**src/rtl/rtc_pkg.sv**
```systemverilog
package rtc_pkg;

   localparam logic [6:0] IX_SEC   = 7'h00;
   localparam logic [6:0] IX_MIN   = 7'h02;
   localparam logic [6:0] IX_HOUR  = 7'h04;
   localparam logic [6:0] IX_WDAY  = 7'h06;
   localparam logic [6:0] IX_DAY   = 7'h07;
   localparam logic [6:0] IX_MON   = 7'h08;
   localparam logic [6:0] IX_YEAR  = 7'h09;
   localparam logic [6:0] IX_STA   = 7'h0A;
   localparam logic [6:0] IX_STB   = 7'h0B;
   localparam logic [6:0] IX_STD   = 7'h0D;
   localparam logic [6:0] IX_CENT  = 7'h32;

   localparam logic [3:0] RATE_CODE = 4'b0110;
   localparam logic [2:0] BASE_CODE = 3'b010;
   localparam logic [7:0] STB_VALUE = 8'h06;
   localparam logic [7:0] STD_VALUE = 8'h80;

   typedef struct packed {
      logic [13:0] year;
      logic [3:0]  month;
      logic [4:0]  day;
      logic [2:0]  wday;
      logic [4:0]  hour;
      logic [5:0]  min;
      logic [5:0]  sec;
   } rtc_time_t;

   function automatic logic leap_year(input logic [13:0] y);
      return ((y % 14'd4 == 14'd0) && (y % 14'd100 != 14'd0)) || (y % 14'd400 == 14'd0);
   endfunction

   function automatic logic [4:0] month_days(input logic [3:0] m, input logic [13:0] y);
      case (m)
         4'd4, 4'd6, 4'd9, 4'd11: return 5'd30;
         4'd2:                    return leap_year(y) ? 5'd29 : 5'd28;
         default:                 return 5'd31;
      endcase
   endfunction

endpackage

```
**src/rtl/rtc_subsec.sv**
```systemverilog
module rtc_subsec #(
   parameter int SUBSEC_W  = 15,
   parameter int UIP_TICKS = 8
) (
   input  logic clk,
   input  logic rst_n,
   input  logic tick_en,
   output logic sec_carry,
   output logic uip
);
   localparam logic [SUBSEC_W-1:0] CNT_MAX = '1;
   localparam logic [SUBSEC_W-1:0] UIP_LIM = SUBSEC_W'(UIP_TICKS);
   localparam bit UIP_POW2 = (UIP_TICKS & (UIP_TICKS - 1)) == 0;
   localparam int UIP_LOG = $clog2(UIP_TICKS);

   generate
      if (SUBSEC_W < 4 || UIP_TICKS < 1 || UIP_TICKS >= (1 << SUBSEC_W)) begin : g_bad_cfg
         $error("rtc_subsec: UIP_TICKS must lie in 1 .. 2**SUBSEC_W-1");
      end
   endgenerate

   logic [SUBSEC_W-1:0] cnt_q;

   always_ff @(posedge clk) begin
      if (!rst_n)       cnt_q <= '0;
      else if (tick_en) cnt_q <= cnt_q + 1'b1;
   end

   assign sec_carry = tick_en && (cnt_q == CNT_MAX);

   generate
      if (UIP_POW2) begin : g_uip_bits
         assign uip = (cnt_q[SUBSEC_W-1:UIP_LOG] == '0);
      end else begin : g_uip_cmp
         assign uip = (cnt_q < UIP_LIM);
      end
   endgenerate

endmodule

```
**src/rtl/rtc_calendar.sv**
```systemverilog
module rtc_calendar
   import rtc_pkg::*;
#(
   parameter int START_YEAR  = 2000,
   parameter int START_MONTH = 1,
   parameter int START_DAY   = 1,
   parameter int START_HOUR  = 0,
   parameter int START_MIN   = 0,
   parameter int START_SEC   = 0,
   parameter int START_WDAY  = 7
) (
   input  logic      clk,
   input  logic      rst_n,
   input  logic      sec_carry,
   output rtc_time_t tm
);
   localparam rtc_time_t START_TM = '{
      year:  14'(START_YEAR),  month: 4'(START_MONTH), day: 5'(START_DAY),
      wday:  3'(START_WDAY),   hour:  5'(START_HOUR),  min: 6'(START_MIN),
      sec:   6'(START_SEC)};

   generate
      if (START_YEAR < 1 || START_YEAR > 9999 || START_MONTH < 1 || START_MONTH > 12 ||
          START_DAY < 1 || START_DAY > 31 || START_HOUR > 23 || START_MIN > 59 ||
          START_SEC > 59 || START_WDAY < 1 || START_WDAY > 7) begin : g_bad_start
         $error("rtc_calendar: start date or time out of range");
      end
   endgenerate

   rtc_time_t nxt;

   always_comb begin
      nxt = tm;
      if (tm.sec != 6'd59) begin
         nxt.sec = tm.sec + 6'd1;
      end else begin
         nxt.sec = 6'd0;
         if (tm.min != 6'd59) begin
            nxt.min = tm.min + 6'd1;
         end else begin
            nxt.min = 6'd0;
            if (tm.hour != 5'd23) begin
               nxt.hour = tm.hour + 5'd1;
            end else begin
               nxt.hour = 5'd0;
               nxt.wday = (tm.wday == 3'd7) ? 3'd1 : tm.wday + 3'd1;
               if (tm.day != month_days(tm.month, tm.year)) begin
                  nxt.day = tm.day + 5'd1;
               end else begin
                  nxt.day = 5'd1;
                  if (tm.month != 4'd12) begin
                     nxt.month = tm.month + 4'd1;
                  end else begin
                     nxt.month = 4'd1;
                     nxt.year  = tm.year + 14'd1;
                  end
               end
            end
         end
      end
   end

   always_ff @(posedge clk) begin
      if (!rst_n)         tm <= START_TM;
      else if (sec_carry) tm <= nxt;
   end

endmodule

```
**src/rtl/rtc_regfile.sv**
```systemverilog
module rtc_regfile
   import rtc_pkg::*;
#(
   parameter int SUBSEC_W    = 15,
   parameter int UIP_TICKS   = 8,
   parameter int START_YEAR  = 2000,
   parameter int START_MONTH = 1,
   parameter int START_DAY   = 1,
   parameter int START_HOUR  = 0,
   parameter int START_MIN   = 0,
   parameter int START_SEC   = 0,
   parameter int START_WDAY  = 7
) (
   input  logic       clk,
   input  logic       rst_n,
   input  logic       tick_en,
   input  logic       sel,
   input  logic       we,
   input  logic       offset,
   input  logic [7:0] wdata,
   output logic [7:0] rdata
);
   logic      sec_carry;
   logic      uip;
   rtc_time_t tm;
   logic [7:0] idx_q;
   logic [7:0] sel_val;
   logic [7:0] yr_lo;
   logic [7:0] century;

   rtc_subsec #(.SUBSEC_W(SUBSEC_W), .UIP_TICKS(UIP_TICKS)) u_subsec (
      .clk(clk), .rst_n(rst_n), .tick_en(tick_en),
      .sec_carry(sec_carry), .uip(uip));

   rtc_calendar #(
      .START_YEAR(START_YEAR), .START_MONTH(START_MONTH), .START_DAY(START_DAY),
      .START_HOUR(START_HOUR), .START_MIN(START_MIN), .START_SEC(START_SEC),
      .START_WDAY(START_WDAY)) u_cal (
      .clk(clk), .rst_n(rst_n), .sec_carry(sec_carry), .tm(tm));

   always_ff @(posedge clk) begin
      if (!rst_n)                   idx_q <= 8'h00;
      else if (sel && we && !offset) idx_q <= wdata;
   end

   assign yr_lo   = 8'(tm.year % 14'd100);
   assign century = 8'(tm.year / 14'd100 + 14'd1);

   always_comb begin
      case (idx_q[6:0])
         IX_SEC:  sel_val = {2'b00, tm.sec};
         IX_MIN:  sel_val = {2'b00, tm.min};
         IX_HOUR: sel_val = {3'b000, tm.hour};
         IX_WDAY: sel_val = {5'b00000, tm.wday};
         IX_DAY:  sel_val = {3'b000, tm.day};
         IX_MON:  sel_val = {4'b0000, tm.month};
         IX_YEAR: sel_val = yr_lo;
         IX_CENT: sel_val = century;
         IX_STA:  sel_val = {uip, BASE_CODE, RATE_CODE};
         IX_STB:  sel_val = STB_VALUE;
         IX_STD:  sel_val = STD_VALUE;
         default: sel_val = 8'h00;
      endcase
   end

   always_ff @(posedge clk) begin
      if (!rst_n)          rdata <= 8'h00;
      else if (sel && !we) rdata <= offset ? sel_val : idx_q;
   end

endmodule

```
**config.mk**
```make
export PLATFORM = sky130hd
export DESIGN_NAME = rtc_regfile
export DESIGN_NICKNAME = d
export VERILOG_FILES = /design/src/rtl/rtc_pkg.sv /design/src/rtl/rtc_subsec.sv /design/src/rtl/rtc_calendar.sv /design/src/rtl/rtc_regfile.sv
export SDC_FILE = /design/constraint.sdc
export NUM_CORES = 1
export LEC_CHECK = 0
export CORE_ASPECT_RATIO = 0.8
export CORE_MARGIN = 2
export CORE_UTILIZATION = 30
export DETAILED_ROUTE_END_ITERATION = 16
export DONT_BUFFER_PORTS = 1
export PLACE_DENSITY = 0.43
export SLEW_MARGIN = 20
export SYNTH_ARGS = -nofsm -noshare
export SYNTH_HDL_FRONTEND = slang
export SYNTH_SLANG_ARGS = --single-unit
export TNS_END_PERCENT = 1
```
**constraint.sdc**
```tcl
create_clock -name clk -period 6.5 [get_ports clk]
set_input_delay 0.325 -clock clk [delete_from_list [all_inputs] [get_ports clk]]
set_output_delay 0.325 -clock clk [all_outputs]
set_load 0.01 [all_outputs]
```
# ---- Word level (Yosys, flattened, before mapping)
# Index checks and enable logic that the tools add are counted.
dict set report totals {
  ff_bits 74
  latchBits 0
  output_inout_bits 8
  mem_count 0
  elab_cells 81
  ramBits 0
  mem_bits_ro 0
  inputBits 14
}
dict set report classes {
  n_reduce_logical 19
  mul 0
  add_sub_neg 9
  shifts 0
  n_div 3
  mux 13
  eq_ne 22
  order_cmp 0
  bitwise 5
}
# op count
set ops {}
lappend ops {{$pmux W8 S11} 1}
lappend ops {{$eq A7 B4 Y1 const B} 5}
lappend ops {{$logic_not A14 Y1} 2}
lappend ops {{$mux W5} 5}
lappend ops {{$eq A7 B3 Y1 const B} 3}
lappend ops {{$add A15 B1 Y15 const B} 1}
lappend ops {{$eq A15 B15 Y1 const B} 1}
lappend ops {{$add A14 B1 Y14 const B} 1}
lappend ops {{$div A14 B7 Y14 const B} 1}
lappend ops {{$mod A14 B7 Y14 const B} 1}
lappend ops {{$mod A14 B9 Y14 const B} 1}
lappend ops {{$reduce_bool A14 Y1} 1}
lappend ops {{$add A6 B1 Y6 const B} 2}
lappend ops {{$logic_not A12 Y1} 1}
lappend ops {{$mux W6} 2}
lappend ops {{$ne A6 B6 Y1 const B} 2}
lappend ops {{$add A5 B1 Y5 const B} 2}
lappend ops {{$pmux W5 S2} 1}
lappend ops {{$add A8 B1 Y8 const B} 1}
lappend ops {{$eq A4 B3 Y1 const B} 2}
lappend ops {{$eq A4 B4 Y1 const B} 2}
lappend ops {{$mux W8} 1}
lappend ops {{$eq A7 B2 Y1 const B} 1}
lappend ops {{$eq A7 B6 Y1 const B} 1}
lappend ops {{21 further kinds} 30}

# ---- Depth between registers and ports, before layout
# Gate-level depths: netlist (run 1).
dict set report depth {
  ltp_word 12
  ltp_mapped 27
  mapped_depth_nobuf 24
}

# ---- Modules after synthesis
# Synthesis (run 1) repeated with hierarchy kept, for this count alone.
dict set report unflattened {
  cells_unflattened 1039
  area_unflattened_um2 8002.7
}
# mod n_inst cells_each seq_area_each_um2 area_each_um2
set by_module_without_submodules {}
lappend by_module_without_submodules {rtc_calendar 1 489 860.8 3814.9}
lappend by_module_without_submodules {rtc_regfile 1 470 320.3 3468.3}
lappend by_module_without_submodules {rtc_subsec 1 80 300.3 719.4}

# ---- Worst setup path after synthesis (run 1)
# OpenSTA, ideal clock, no wires.
dict set report synth_path {
  kind {register to register}
  startpoint {reg, netlist name u_cal.tm[29]}
  endpoint {reg, netlist name u_cal.tm[30]}
  slack_ns 0.864
  path_buffers 2
  arrival_ns 5.511
  path_stages_with_launch 25
  required_ns 6.375
  period_less_slack_ns 5.636
  setup_ns 0.125
  cell_sequence {dfxtp_1 -> inv_1 -> ha_1 -> or3b_2 -> nor3_1 -> a32o_1 -> a21o_1 -> nand3_1 -> a211oi_2 -> mux2_2 -> o2111a_1 -> o221ai_4 -> o21ai_2 -> mux2_4 -> a31oi_4 -> inv_1 -> o211ai_1 -> and2_1 -> nor3_2 -> o31ai_1 -> mux2_4 -> buf_2 -> buf_2 -> o211ai_1 -> o31ai_1}
}
dict set report synth_via {
  elab_chain_cells 12
  word_cells_on_any_way 16
  cone_classes {1 x add/sub; 2 x div; 1 x eq/ne; 5 x mux; 1 x bitwise; 6 x reduce/logical}
}
# element line_no
set synth_lines {}
lappend synth_lines {{$mod A14 B7 Y14} rtc_pkg.sv:31} ;# return ((y % 14'd4 == 14'd0) && (y % 14'd100 != 14'd0)) || (y % 14'd400 == 14'd0);
lappend synth_lines {{$reduce_bool A14 Y1} rtc_pkg.sv:31}
lappend synth_lines {{$logic_and A1 B1 Y1} rtc_pkg.sv:31}
lappend synth_lines {{$logic_or A1 B1 Y1} rtc_pkg.sv:31}
lappend synth_lines {{$mux W1} rtc_pkg.sv:37} ;# 4'd2: return leap_year(y) ? 5'd29 : 5'd28;
lappend synth_lines {{$pmux W5 S2} rtc_pkg.sv:35} ;# case (m)
lappend synth_lines {{$mux W5} rtc_calendar.sv:42} ;# if (tm.hour != 5'd23) begin
lappend synth_lines {{$mux W5} rtc_calendar.sv:38} ;# if (tm.min != 6'd59) begin
lappend synth_lines {{$mux W5} rtc_calendar.sv:34} ;# if (tm.sec != 6'd59) begin
lappend synth_lines {{$ne A5 B5 Y1} rtc_calendar.sv:47} ;# if (tm.day != month_days(tm.month, tm.year)) begin
lappend synth_lines {{$not A1 Y1 (no source line)} n/a}
lappend synth_lines {{$reduce_and A6 Y1 (no source line)} n/a}
# Several ways; a longest one is shown, not always the timed one. The select of a mux whose other input is x is not followed.
# A chain may end at the register's enable or synchronous reset.

# ---- Worst setup path after layout (run 1)
dict set report layout_path {
  startpoint {reg, netlist name u_cal.tm[40]}
  endpoint {reg, netlist name u_cal.tm[41]}
}
dict set report layout_via {
  elab_chain_cells 12
  word_cells_on_any_way 15
  cone_classes {1 x add/sub; 2 x div; 1 x eq/ne; 5 x mux; 1 x bitwise; 5 x reduce/logical}
}
# element line_no
set layout_lines {}
lappend layout_lines {{$mod A14 B7 Y14} rtc_pkg.sv:31}
lappend layout_lines {{$reduce_bool A14 Y1} rtc_pkg.sv:31}
lappend layout_lines {{$logic_and A1 B1 Y1} rtc_pkg.sv:31}
lappend layout_lines {{$logic_or A1 B1 Y1} rtc_pkg.sv:31}
lappend layout_lines {{$mux W1} rtc_pkg.sv:37}
lappend layout_lines {{$pmux W5 S2} rtc_pkg.sv:35}
lappend layout_lines {{$mux W5} rtc_calendar.sv:42}
lappend layout_lines {{$mux W5} rtc_calendar.sv:38}
lappend layout_lines {{$mux W5} rtc_calendar.sv:34}
lappend layout_lines {{$ne A5 B5 Y1} rtc_calendar.sv:47}
lappend layout_lines {{$not A1 Y1 (no source line)} n/a}
lappend layout_lines {{$reduce_and A6 Y1 (no source line)} n/a}
# Several ways; a longest one is shown, not always the timed one. The select of a mux whose other input is x is not followed.

==> results of run 1 <==
layout by cell type, fill, tap and decap left out, types with 10 or more instances in the layout:
cell type,count
inv_1,18
dfxtp_1,70
nand2b_1,12
nand2_1,72
nor3_1,30
xnor2_1,26
nor2b_1,11
xor2_1,14
a21oi_1,36
o31ai_1,10
a31oi_1,14
o21ai_0,49
buf_4,49
ha_1,14
nand3_1,53
or3_1,11
and3_1,16
nor2_1,78
nand4_1,19
mux2i_1,27
o211ai_1,18
report_power, final:
| group | internal (µW) | switching [µW] |
|---|---|---|
| clock | 295 | 191 |
| sequential | 459 | 9.95 |
| combinational | 13.3 | 21.0 |
layout make-up:
cell class	instances	area, µm²	share of cell area
clock inverter	5	56.3	0.00809
timing repair buffer	49	368	0.0529
clock buffer	10	229	0.0329
tap	264	330	0.0475
inverter	19	71.3	0.0103
multi-input combinational	667	4410	0.634
sequential	74	1490	0.214
per-layer routing:
metal | vias up | wire (µm) | track usage
met4 | 0 | 142 | 0.0334
met3 | 15 | 838 | 0.0275
met2 | 156 | 7800 | 0.252
met1 | 2942 | 9760 | 0.268
met5 | - | 0 | 0
li1 | 3039 | - | -
synthesized netlist by cell type, drive strengths merged (16+ instances only):
| master | number | share of area |
|---|---|---|
| o211ai | 18 | 0.022 |
| nand4 | 19 | 0.019 |
| a31oi | 16 | 0.020 |
| clkbuf | 32 | 0.020 |
| o21ai | 53 | 0.045 |
| xnor2 | 26 | 0.037 |
| mux2i | 30 | 0.049 |
| inv | 19 | 0.012 |
| nor2 | 79 | 0.049 |
| dfxtp | 74 | 0.24 |
| nor3 | 31 | 0.026 |
| nand2 | 73 | 0.045 |
| and3 | 16 | 0.016 |
| a21oi | 38 | 0.032 |
| nand3 | 54 | 0.044 |
| buf | 18 | 0.017 |
worst paths after layout:
check,from,to,slack [ns],cells past startpoint
worst max-delay path,u_cal.tm[40],u_cal.tm[41],0.31,20
worst min-delay path,rst_n,u_cal.tm[25],0.08,1
worst max register to register,u_cal.tm[40],u_cal.tm[41],0.31,20
worst min register to register,idx_q[7],rdata[7],0.49,2
registers in the layout, summed over array words and instances, names as in the netlist:
register	flops
u_cal.tm	43
u_subsec.cnt_q	15
rdata	8
idx_q	8
critical path: stages, from the launching register on:
cell and delay [ns]:
dfxtp_1 0.42, buf_4 0.23, or3b_1 0.37, o32a_1 0.22, and3_1 0.26, o22ai_1 0.32, o22ai_1 0.16, o21a_1 0.28
a2111o_1 0.51, and2_1 0.21, mux2_2 0.36, a32oi_1 0.22, and3_1 0.27, and3_1 0.21, o211ai_1 0.16, or4_1 0.54
nor3_2 0.19, o31ai_4 0.11, mux2_4 0.41, or4_1 0.52, a21oi_1 0.15
logic make-up after synthesis:
family          Yosys count
simple gates            353
compound gates          225
flops                    74
buf+inv                  69
xor+xnor                 40
mux                      35
fa+ha+maj                14
repair_timing:
| item | CTS | global route |
|---|---|---|
| gates resized for setup | 0 | 25 |
| setup buffers | 0 | 6 |
| setup endpoints to repair | 0 | 26 |
stage by stage:
step                      instance area [µm²]  setup WS, ns  total power, µW  hold slack [ns]
after floorplan                          6100         0.864              507            0.462
after global placement                   6530         0.189              513            0.397
after detailed placement                 6530        0.0876              514            0.401
after CTS                                6810        0.0537             1010           0.0586
after global routing                     6960        0.0132             1030           0.0608
final                                    6960         0.308              989           0.0753
==> metrics.md, run 1 <==
| Metric | Value |
|---|---|
| Avg WL per Cell | between 15 and 20 µm |
| Initial Utilization | 0.307 |
| Initial DRC Count | a little under 600 |
| Clk_skew | ~0.008 ns |
| Crit path kind | reg -> reg |
| Worst setup EP type | flip-flop |
| Hold_buf cts | 0 |
| Num CTS Buffers | 9 |
| Width of the chip | between 150 and 200 µm |
| Synth Register Bits | 74 |
| Synth Area in Compound Gates | 0.270 |
| Gate Count Post-Synth | approximately 800 |
| Largest family of logic cells by synthesized area | simple AND/OR/NAND/NOR gates |
| XOR/XNOR Fraction of Synth Area | 0.0574 |
| Final Hold Fails | 0 |
| Simple-Gate Fraction of Synth Area | 0.293 |
| Non-filler cells, final | 1088 |
| Syn Area/Cell | 7.53 µm² |
| First-pass DRT Iterations | 5 |
| Dpl cells | between 1000 and 1500 |
| DRT Wirelength | about 19 mm |
| Clk slew on worst S/H paths | around 0.06 ns |
| Grt ovf | 0 |
| Antenna viol nets, final | 0 |
| Vias in the first global route | 5781 |
| Worst Path Required | just under 7 ns |
| RSZ-0062 raised after global routing | false |
| Peak supply drop | between 100 and 150 µV |
| RD Place Congestion | roughly 0.91 |
| Hold Path Class | in -> reg |
| Die area | between 20000 and 25000 µm² |
| FP Rows | between 40 and 50 |
| GRT Util Overall | 0.174 |
| Final setup viols | 0 |
| Synthesis Warnings | 0 |
| Relative slew slack | 0.384 |
| Max Slew Vio Count | 0 |
| FFs w/ async S/R, synth | 0 |
| Slew @ Worst Pin | approximately 0.9 ns |
| Nets | between 800 and 900 |
| Fin crit share | 0.953 |
| Setup total negative slack | 0 ns |
| Syn-to-layout area delta | 14.0% |
| Synthesized net count | ~840 |
| Via density | 5.65 |
| Largest net degree at the start of global routing | 34 |
| Proportion of synthesized area in mux cells | 0.0597 |
| Post-synth cell types | 86 |
| Top FF cell, synth | dfxtp_1 |
| Port Buffers | 0 |
| Critical Path AT | roughly 6.5 ns |
| Synth Area in Adders | 0.0287 |
| PwrDens | around 140 nW/µm² |
| Clk buf depth | 2 |
| Core area | between 15000 and 20000 µm² |
| Achievable frequency | 0.161 GHz |
| Root Buffer | clkbuf_16 |
| EDFF count, synth | 0 |
| Total number of vias | about 6200 |
| Antenna diodes | 0 |
| Critical path launch point type | flip-flop |
| DRC | 0 |
| Final Util | 0.350 |
| CTS tree | done |
| First-pass GRT wire length | 30.5 mm |
| Filler cells | ~2100 |
| Clock Sinks | between 70 and 80 |
| H-tree levels | 3 |
| Die Ht | approximately 130 µm |
| Leakage power | 0.00254 µW |
| Dpl hpwl | between 10 and 15 mm |
| Final min period | a little over 6 ns |
| Status | complete, no violations |
| Synthesized area | 6100 µm² |
| Layout cells sized above 1 | 0.132 |
| Crit-path max FO | 22 |
| Initial antenna violation count | 0 |
| MaxCap Viol Count | 0 |
| I/O pin count | 22 |
| Skew-Pair Late Insertion Delay | roughly 0.33 ns |
| Register area share after synthesis | 0.243 |
No activity file was read; power rests on OpenSTA's default activity.
==> run 2, diff against run 1 <==
--- a/config.mk
+++ b/config.mk
@@ -7,10 +7,10 @@
 export LEC_CHECK = 0
 export CORE_ASPECT_RATIO = 0.8
 export CORE_MARGIN = 2
-export CORE_UTILIZATION = 30
+export CORE_UTILIZATION = 65
 export DETAILED_ROUTE_END_ITERATION = 16
 export DONT_BUFFER_PORTS = 1
-export PLACE_DENSITY = 0.43
+export PLACE_DENSITY = 0.79
 export SLEW_MARGIN = 20
 export SYNTH_ARGS = -nofsm -noshare
 export SYNTH_HDL_FRONTEND = slang
==> run 2 against run 1 <==
Clock skew shrank 0.0012 ns; register-to-register slack lost 0.06 ns; critical path depth grew 1; global-route usage grew 15 points; first-iteration DRC count grew 56%; via count grew 4.6%; design area shrank 4.5%; final cell count shrank 16%; non-clock buffer count shrank 23; wire length shrank 7.5%; total power grew 1.9%; count of clock-buffer cells in the layout shrank 1; critical path type unchanged; critical endpoint is now u_cal.tm[29]; largest cell class unchanged; largest power group unchanged.
==> metrics.md, run 2 (same netlist as run 1, synthesis figures left out) <==
| Metric | Value |
|---|---|
| FP Rows | 31 (was 46) |
| Antenna viol nets, final | 0 (unchanged) |
| CTS tree | done (unchanged) |
| Setup total negative slack | 0 ns (unchanged) |
| Crit path kind | reg -> reg (unchanged) |
| Hold Crit Start | rst_n (unchanged) |
| Wl on met1 | 7.60 mm (was 9.76 mm) |
| Clk buf depth | 2 (unchanged) |
| Peak supply drop | 290 µV (was 102 µV) |
| Highest Signal Layer | met4 (unchanged) |
| Syn-to-layout area delta | 8.86% (was 14.0%) |
| RD Place Congestion | 1.06 (was 0.911) |
| Grt ovf | 0 (unchanged) |
| Met3 wire length | 1.84 mm (was 838 µm) |
| Antenna diodes | 0 (unchanged) |
| Design area | 6640 µm² (was 6960 µm²) |
| Worst Path Required | 6.76 ns (about the same) |
| Nets | 826 (was 848) |
| Initial antenna violation count | 0 (unchanged) |
| I/O pin count | 22 (unchanged) |
| Width of the chip | 112 µm (was 163 µm) |
| Skew-Pair Late Insertion Delay | 0.34 ns (was 0.33 ns) |
| Slew @ Worst Pin | 0.811 ns (was 0.922 ns) |
| Total number of vias | 6438 (was 6152) |
| Fin Hold WS | 0.0666 ns (was 0.0753 ns) |
| Hold_buf cts | 0 (unchanged) |
| Via density | 7.01 (was 5.65) |
| Final setup viols | 0 (unchanged) |
| Initial Utilization | 0.672 (was 0.307) |
| Port Buffers | 0 (unchanged) |
| R2r setup slk | 0.25 ns (was 0.31 ns) |
| Critical Path AT | 6.52 ns (was 6.45 ns) |
| Initial DRC Count | 905 (was 581) |
| Achievable frequency | 0.160 GHz (was 0.161 GHz) |
| Status | complete, no violations (unchanged) |
| Layout cells sized above 1 | 0.112 (was 0.132) |
| Core area | 9080 µm² (was 19900 µm²) |
| Hold Crit Depth | 1 (unchanged) |
| Worst setup EP type | flip-flop (unchanged) |
| Die area | 10200 µm² (was 21500 µm²) |
| Num CTS Buffers | 9 (unchanged) |
| Clk_skew | 0.00656 ns (was 0.00777 ns) |
| Reg2reg start | u_cal.tm[42] (was u_cal.tm[40]) |
| Leakage power | 0.00244 µW (was 0.00254 µW) |
| Max FFs per register | 43 (unchanged) |
| Commonest cells after routing, fill and taps aside | nor2_1, nand2_1, dfxtp_1, nand3_1, o21ai_0 (was nor2_1, nand2_1, dfxtp_1, nand3_1) |
| PwrDens | 152 nW/µm² (was 142 nW/µm²) |
| First-pass DRT Iterations | 6 (was 5) |
| Critical path launch point type | flip-flop (unchanged) |
| Placed Instance Area | 6180 µm² (was 6530 µm²) |
| Most common cell after layout, fill and taps aside | nor2_1 (unchanged) |
| Routed met2 length | 7.42 mm (was 7.80 mm) |
| Fin crit share | 0.962 (was 0.953) |
| Dpl hpwl | 12.1 mm (was 14.1 mm) |
| Final Hold Fails | 0 (unchanged) |
| GRT Util Overall | 0.322 (was 0.174) |
| Worst Hold End | u_cal.tm[38] (was u_cal.tm[25]) |
| MaxCap Viol Count | 0 (unchanged) |
| Reg2Reg Capture Point | u_cal.tm[29] (was u_cal.tm[41]) |
| DRT Wirelength | 17.1 mm (was 18.5 mm) |
| DRC | 0 (unchanged) |
| Die Ht | 90.7 µm (was 132 µm) |
| Avg WL per Cell | 18.7 µm (was 17.0 µm) |
| Max Slew Vio Count | 0 (unchanged) |
| Largest net degree at the start of global routing | 34 (unchanged) |
| H-tree levels | 3 (unchanged) |
| R2R cell count | 21 (was 20) |
| Hold Path Class | in -> reg (unchanged) |
| Clk slew on worst S/H paths | 0.06 ns (about the same) |
| Final min period | 6.25 ns (was 6.19 ns) |
| Relative slew slack | 0.458 (was 0.384) |
| Clock Sinks | 74 (unchanged) |
| Crit-path max FO | 13 (was 22) |
| First-pass GRT wire length | 27.3 mm (was 30.5 mm) |
| Largest regs | u_cal.tm x43, u_subsec.cnt_q x15 (unchanged) |
| Filler cells | 723 (was 2092) |
| Dpl cells | 896 (was 1067) |
| Biggest register | u_cal.tm (unchanged) |
| Vias in the first global route | 5644 (was 5781) |
| Non-filler cells, final | 918 (was 1088) |
| Root Buffer | clkbuf_16 (unchanged) |
==> run 2: cell types whose count changed in the layout (fill, tap and decap cells not counted), moves of 2 or more <==
| cell | before | now |
|---|---|---|
| a2bb2oi_2 | 2 | 0 |
| buf_4 | 49 | 26 |
| dfxtp_4 | 1 | 3 |
| inv_6 | 0 | 2 |
| nor3_1 | 30 | 28 |
| o21ai_1 | 1 | 3 |
==> run 2: worst max-delay path by stage <==
| stage | slack, ns | startpoint | cells after the start | to |
|---|---|---|---|---|
| after floorplan | 0.86 | u_cal.tm[29] | 24 | u_cal.tm[30] |
| final | 0.25 | u_cal.tm[42] | 21 | u_cal.tm[29] |
| after CTS | 0.008 | u_cal.tm[38] | 21 | u_cal.tm[29] |
| after global placement | 0.22 | u_cal.tm[38] | 20 | u_cal.tm[29] |
| after detailed placement | 0.01 | u_cal.tm[39] | 21 | u_cal.tm[29] |
| after global routing | -0.009 | u_cal.tm[40] | 21 | u_cal.tm[29] |
==> run 2: timing repair <==
action | 4_1_cts | 5_1_grt
hold endpoints to repair | 0 | 0
gates cloned | 0 | 1
setup buffers | 0 | 5
pin swaps | 0 | 5
endpoints found under the setup margin | 1 | 26
gates resized for setup | 1 | 30
==> run 2: final cells by class <==
| class | count | area, µm² | share of cell area |
|---|---|---|---|
| well taps | 115 | 144 | 0.0217 |
| repair buffers | 26 | 195 | 0.0294 |
| flip-flops and latches | 74 | 1500 | 0.225 |
| multi-input cells | 668 | 4430 | 0.668 |
| inverters | 19 | 71.3 | 0.0107 |
| clock buffers | 9 | 225 | 0.0339 |
| clock inverters | 7 | 76.3 | 0.0115 |
==> run 2: critical path: stages, from the launching register on <==
cell and delay (ns):
dfxtp_2 0.45, buf_4 0.20, a2111oi_1 0.10, or3_1 0.42
a32o_2 0.29, a21oi_2 0.31, o22ai_1 0.18, o21a_1 0.27
a2111o_1 0.52, nand4_1 0.23, o221ai_4 0.20, o211ai_1 0.30
nand4_1 0.24, a31oi_4 0.32, xnor2_1 0.18, or4_1 0.54
nor3_4 0.20, o31ai_4 0.12, mux2_4 0.39, buf_4 0.20
or3_1 0.35, a21oi_1 0.15
==> run 2: through the flow <==
step	total power, µW	worst slack [ns]	util
after floorplan	507	0.864	-
after global placement	510	0.225	0.681
after detailed placement	512	0.0128	0.681
after CTS	1010	0.00846	0.714
after global routing	1030	-0.00889	0.732
final	1010	0.246	0.732
==> run 2: routing by layer <==
layer | track usage | vias to the layer above
li1 | - | 2995
met1 | 0.478 | 3024
met2 | 0.477 | 381
met3 | 0.0611 | 38
met4 | 0.0823 | 0
met5 | 0 | -
==> run 2: where the power goes <==
part / switching, µW / leakage [µW] / internal (µW)
clock network: 207 / 0.000142 / 300
logic: 20.7 / 0.00170 / 13.3
registers: 9.61 / 0.000599 / 458
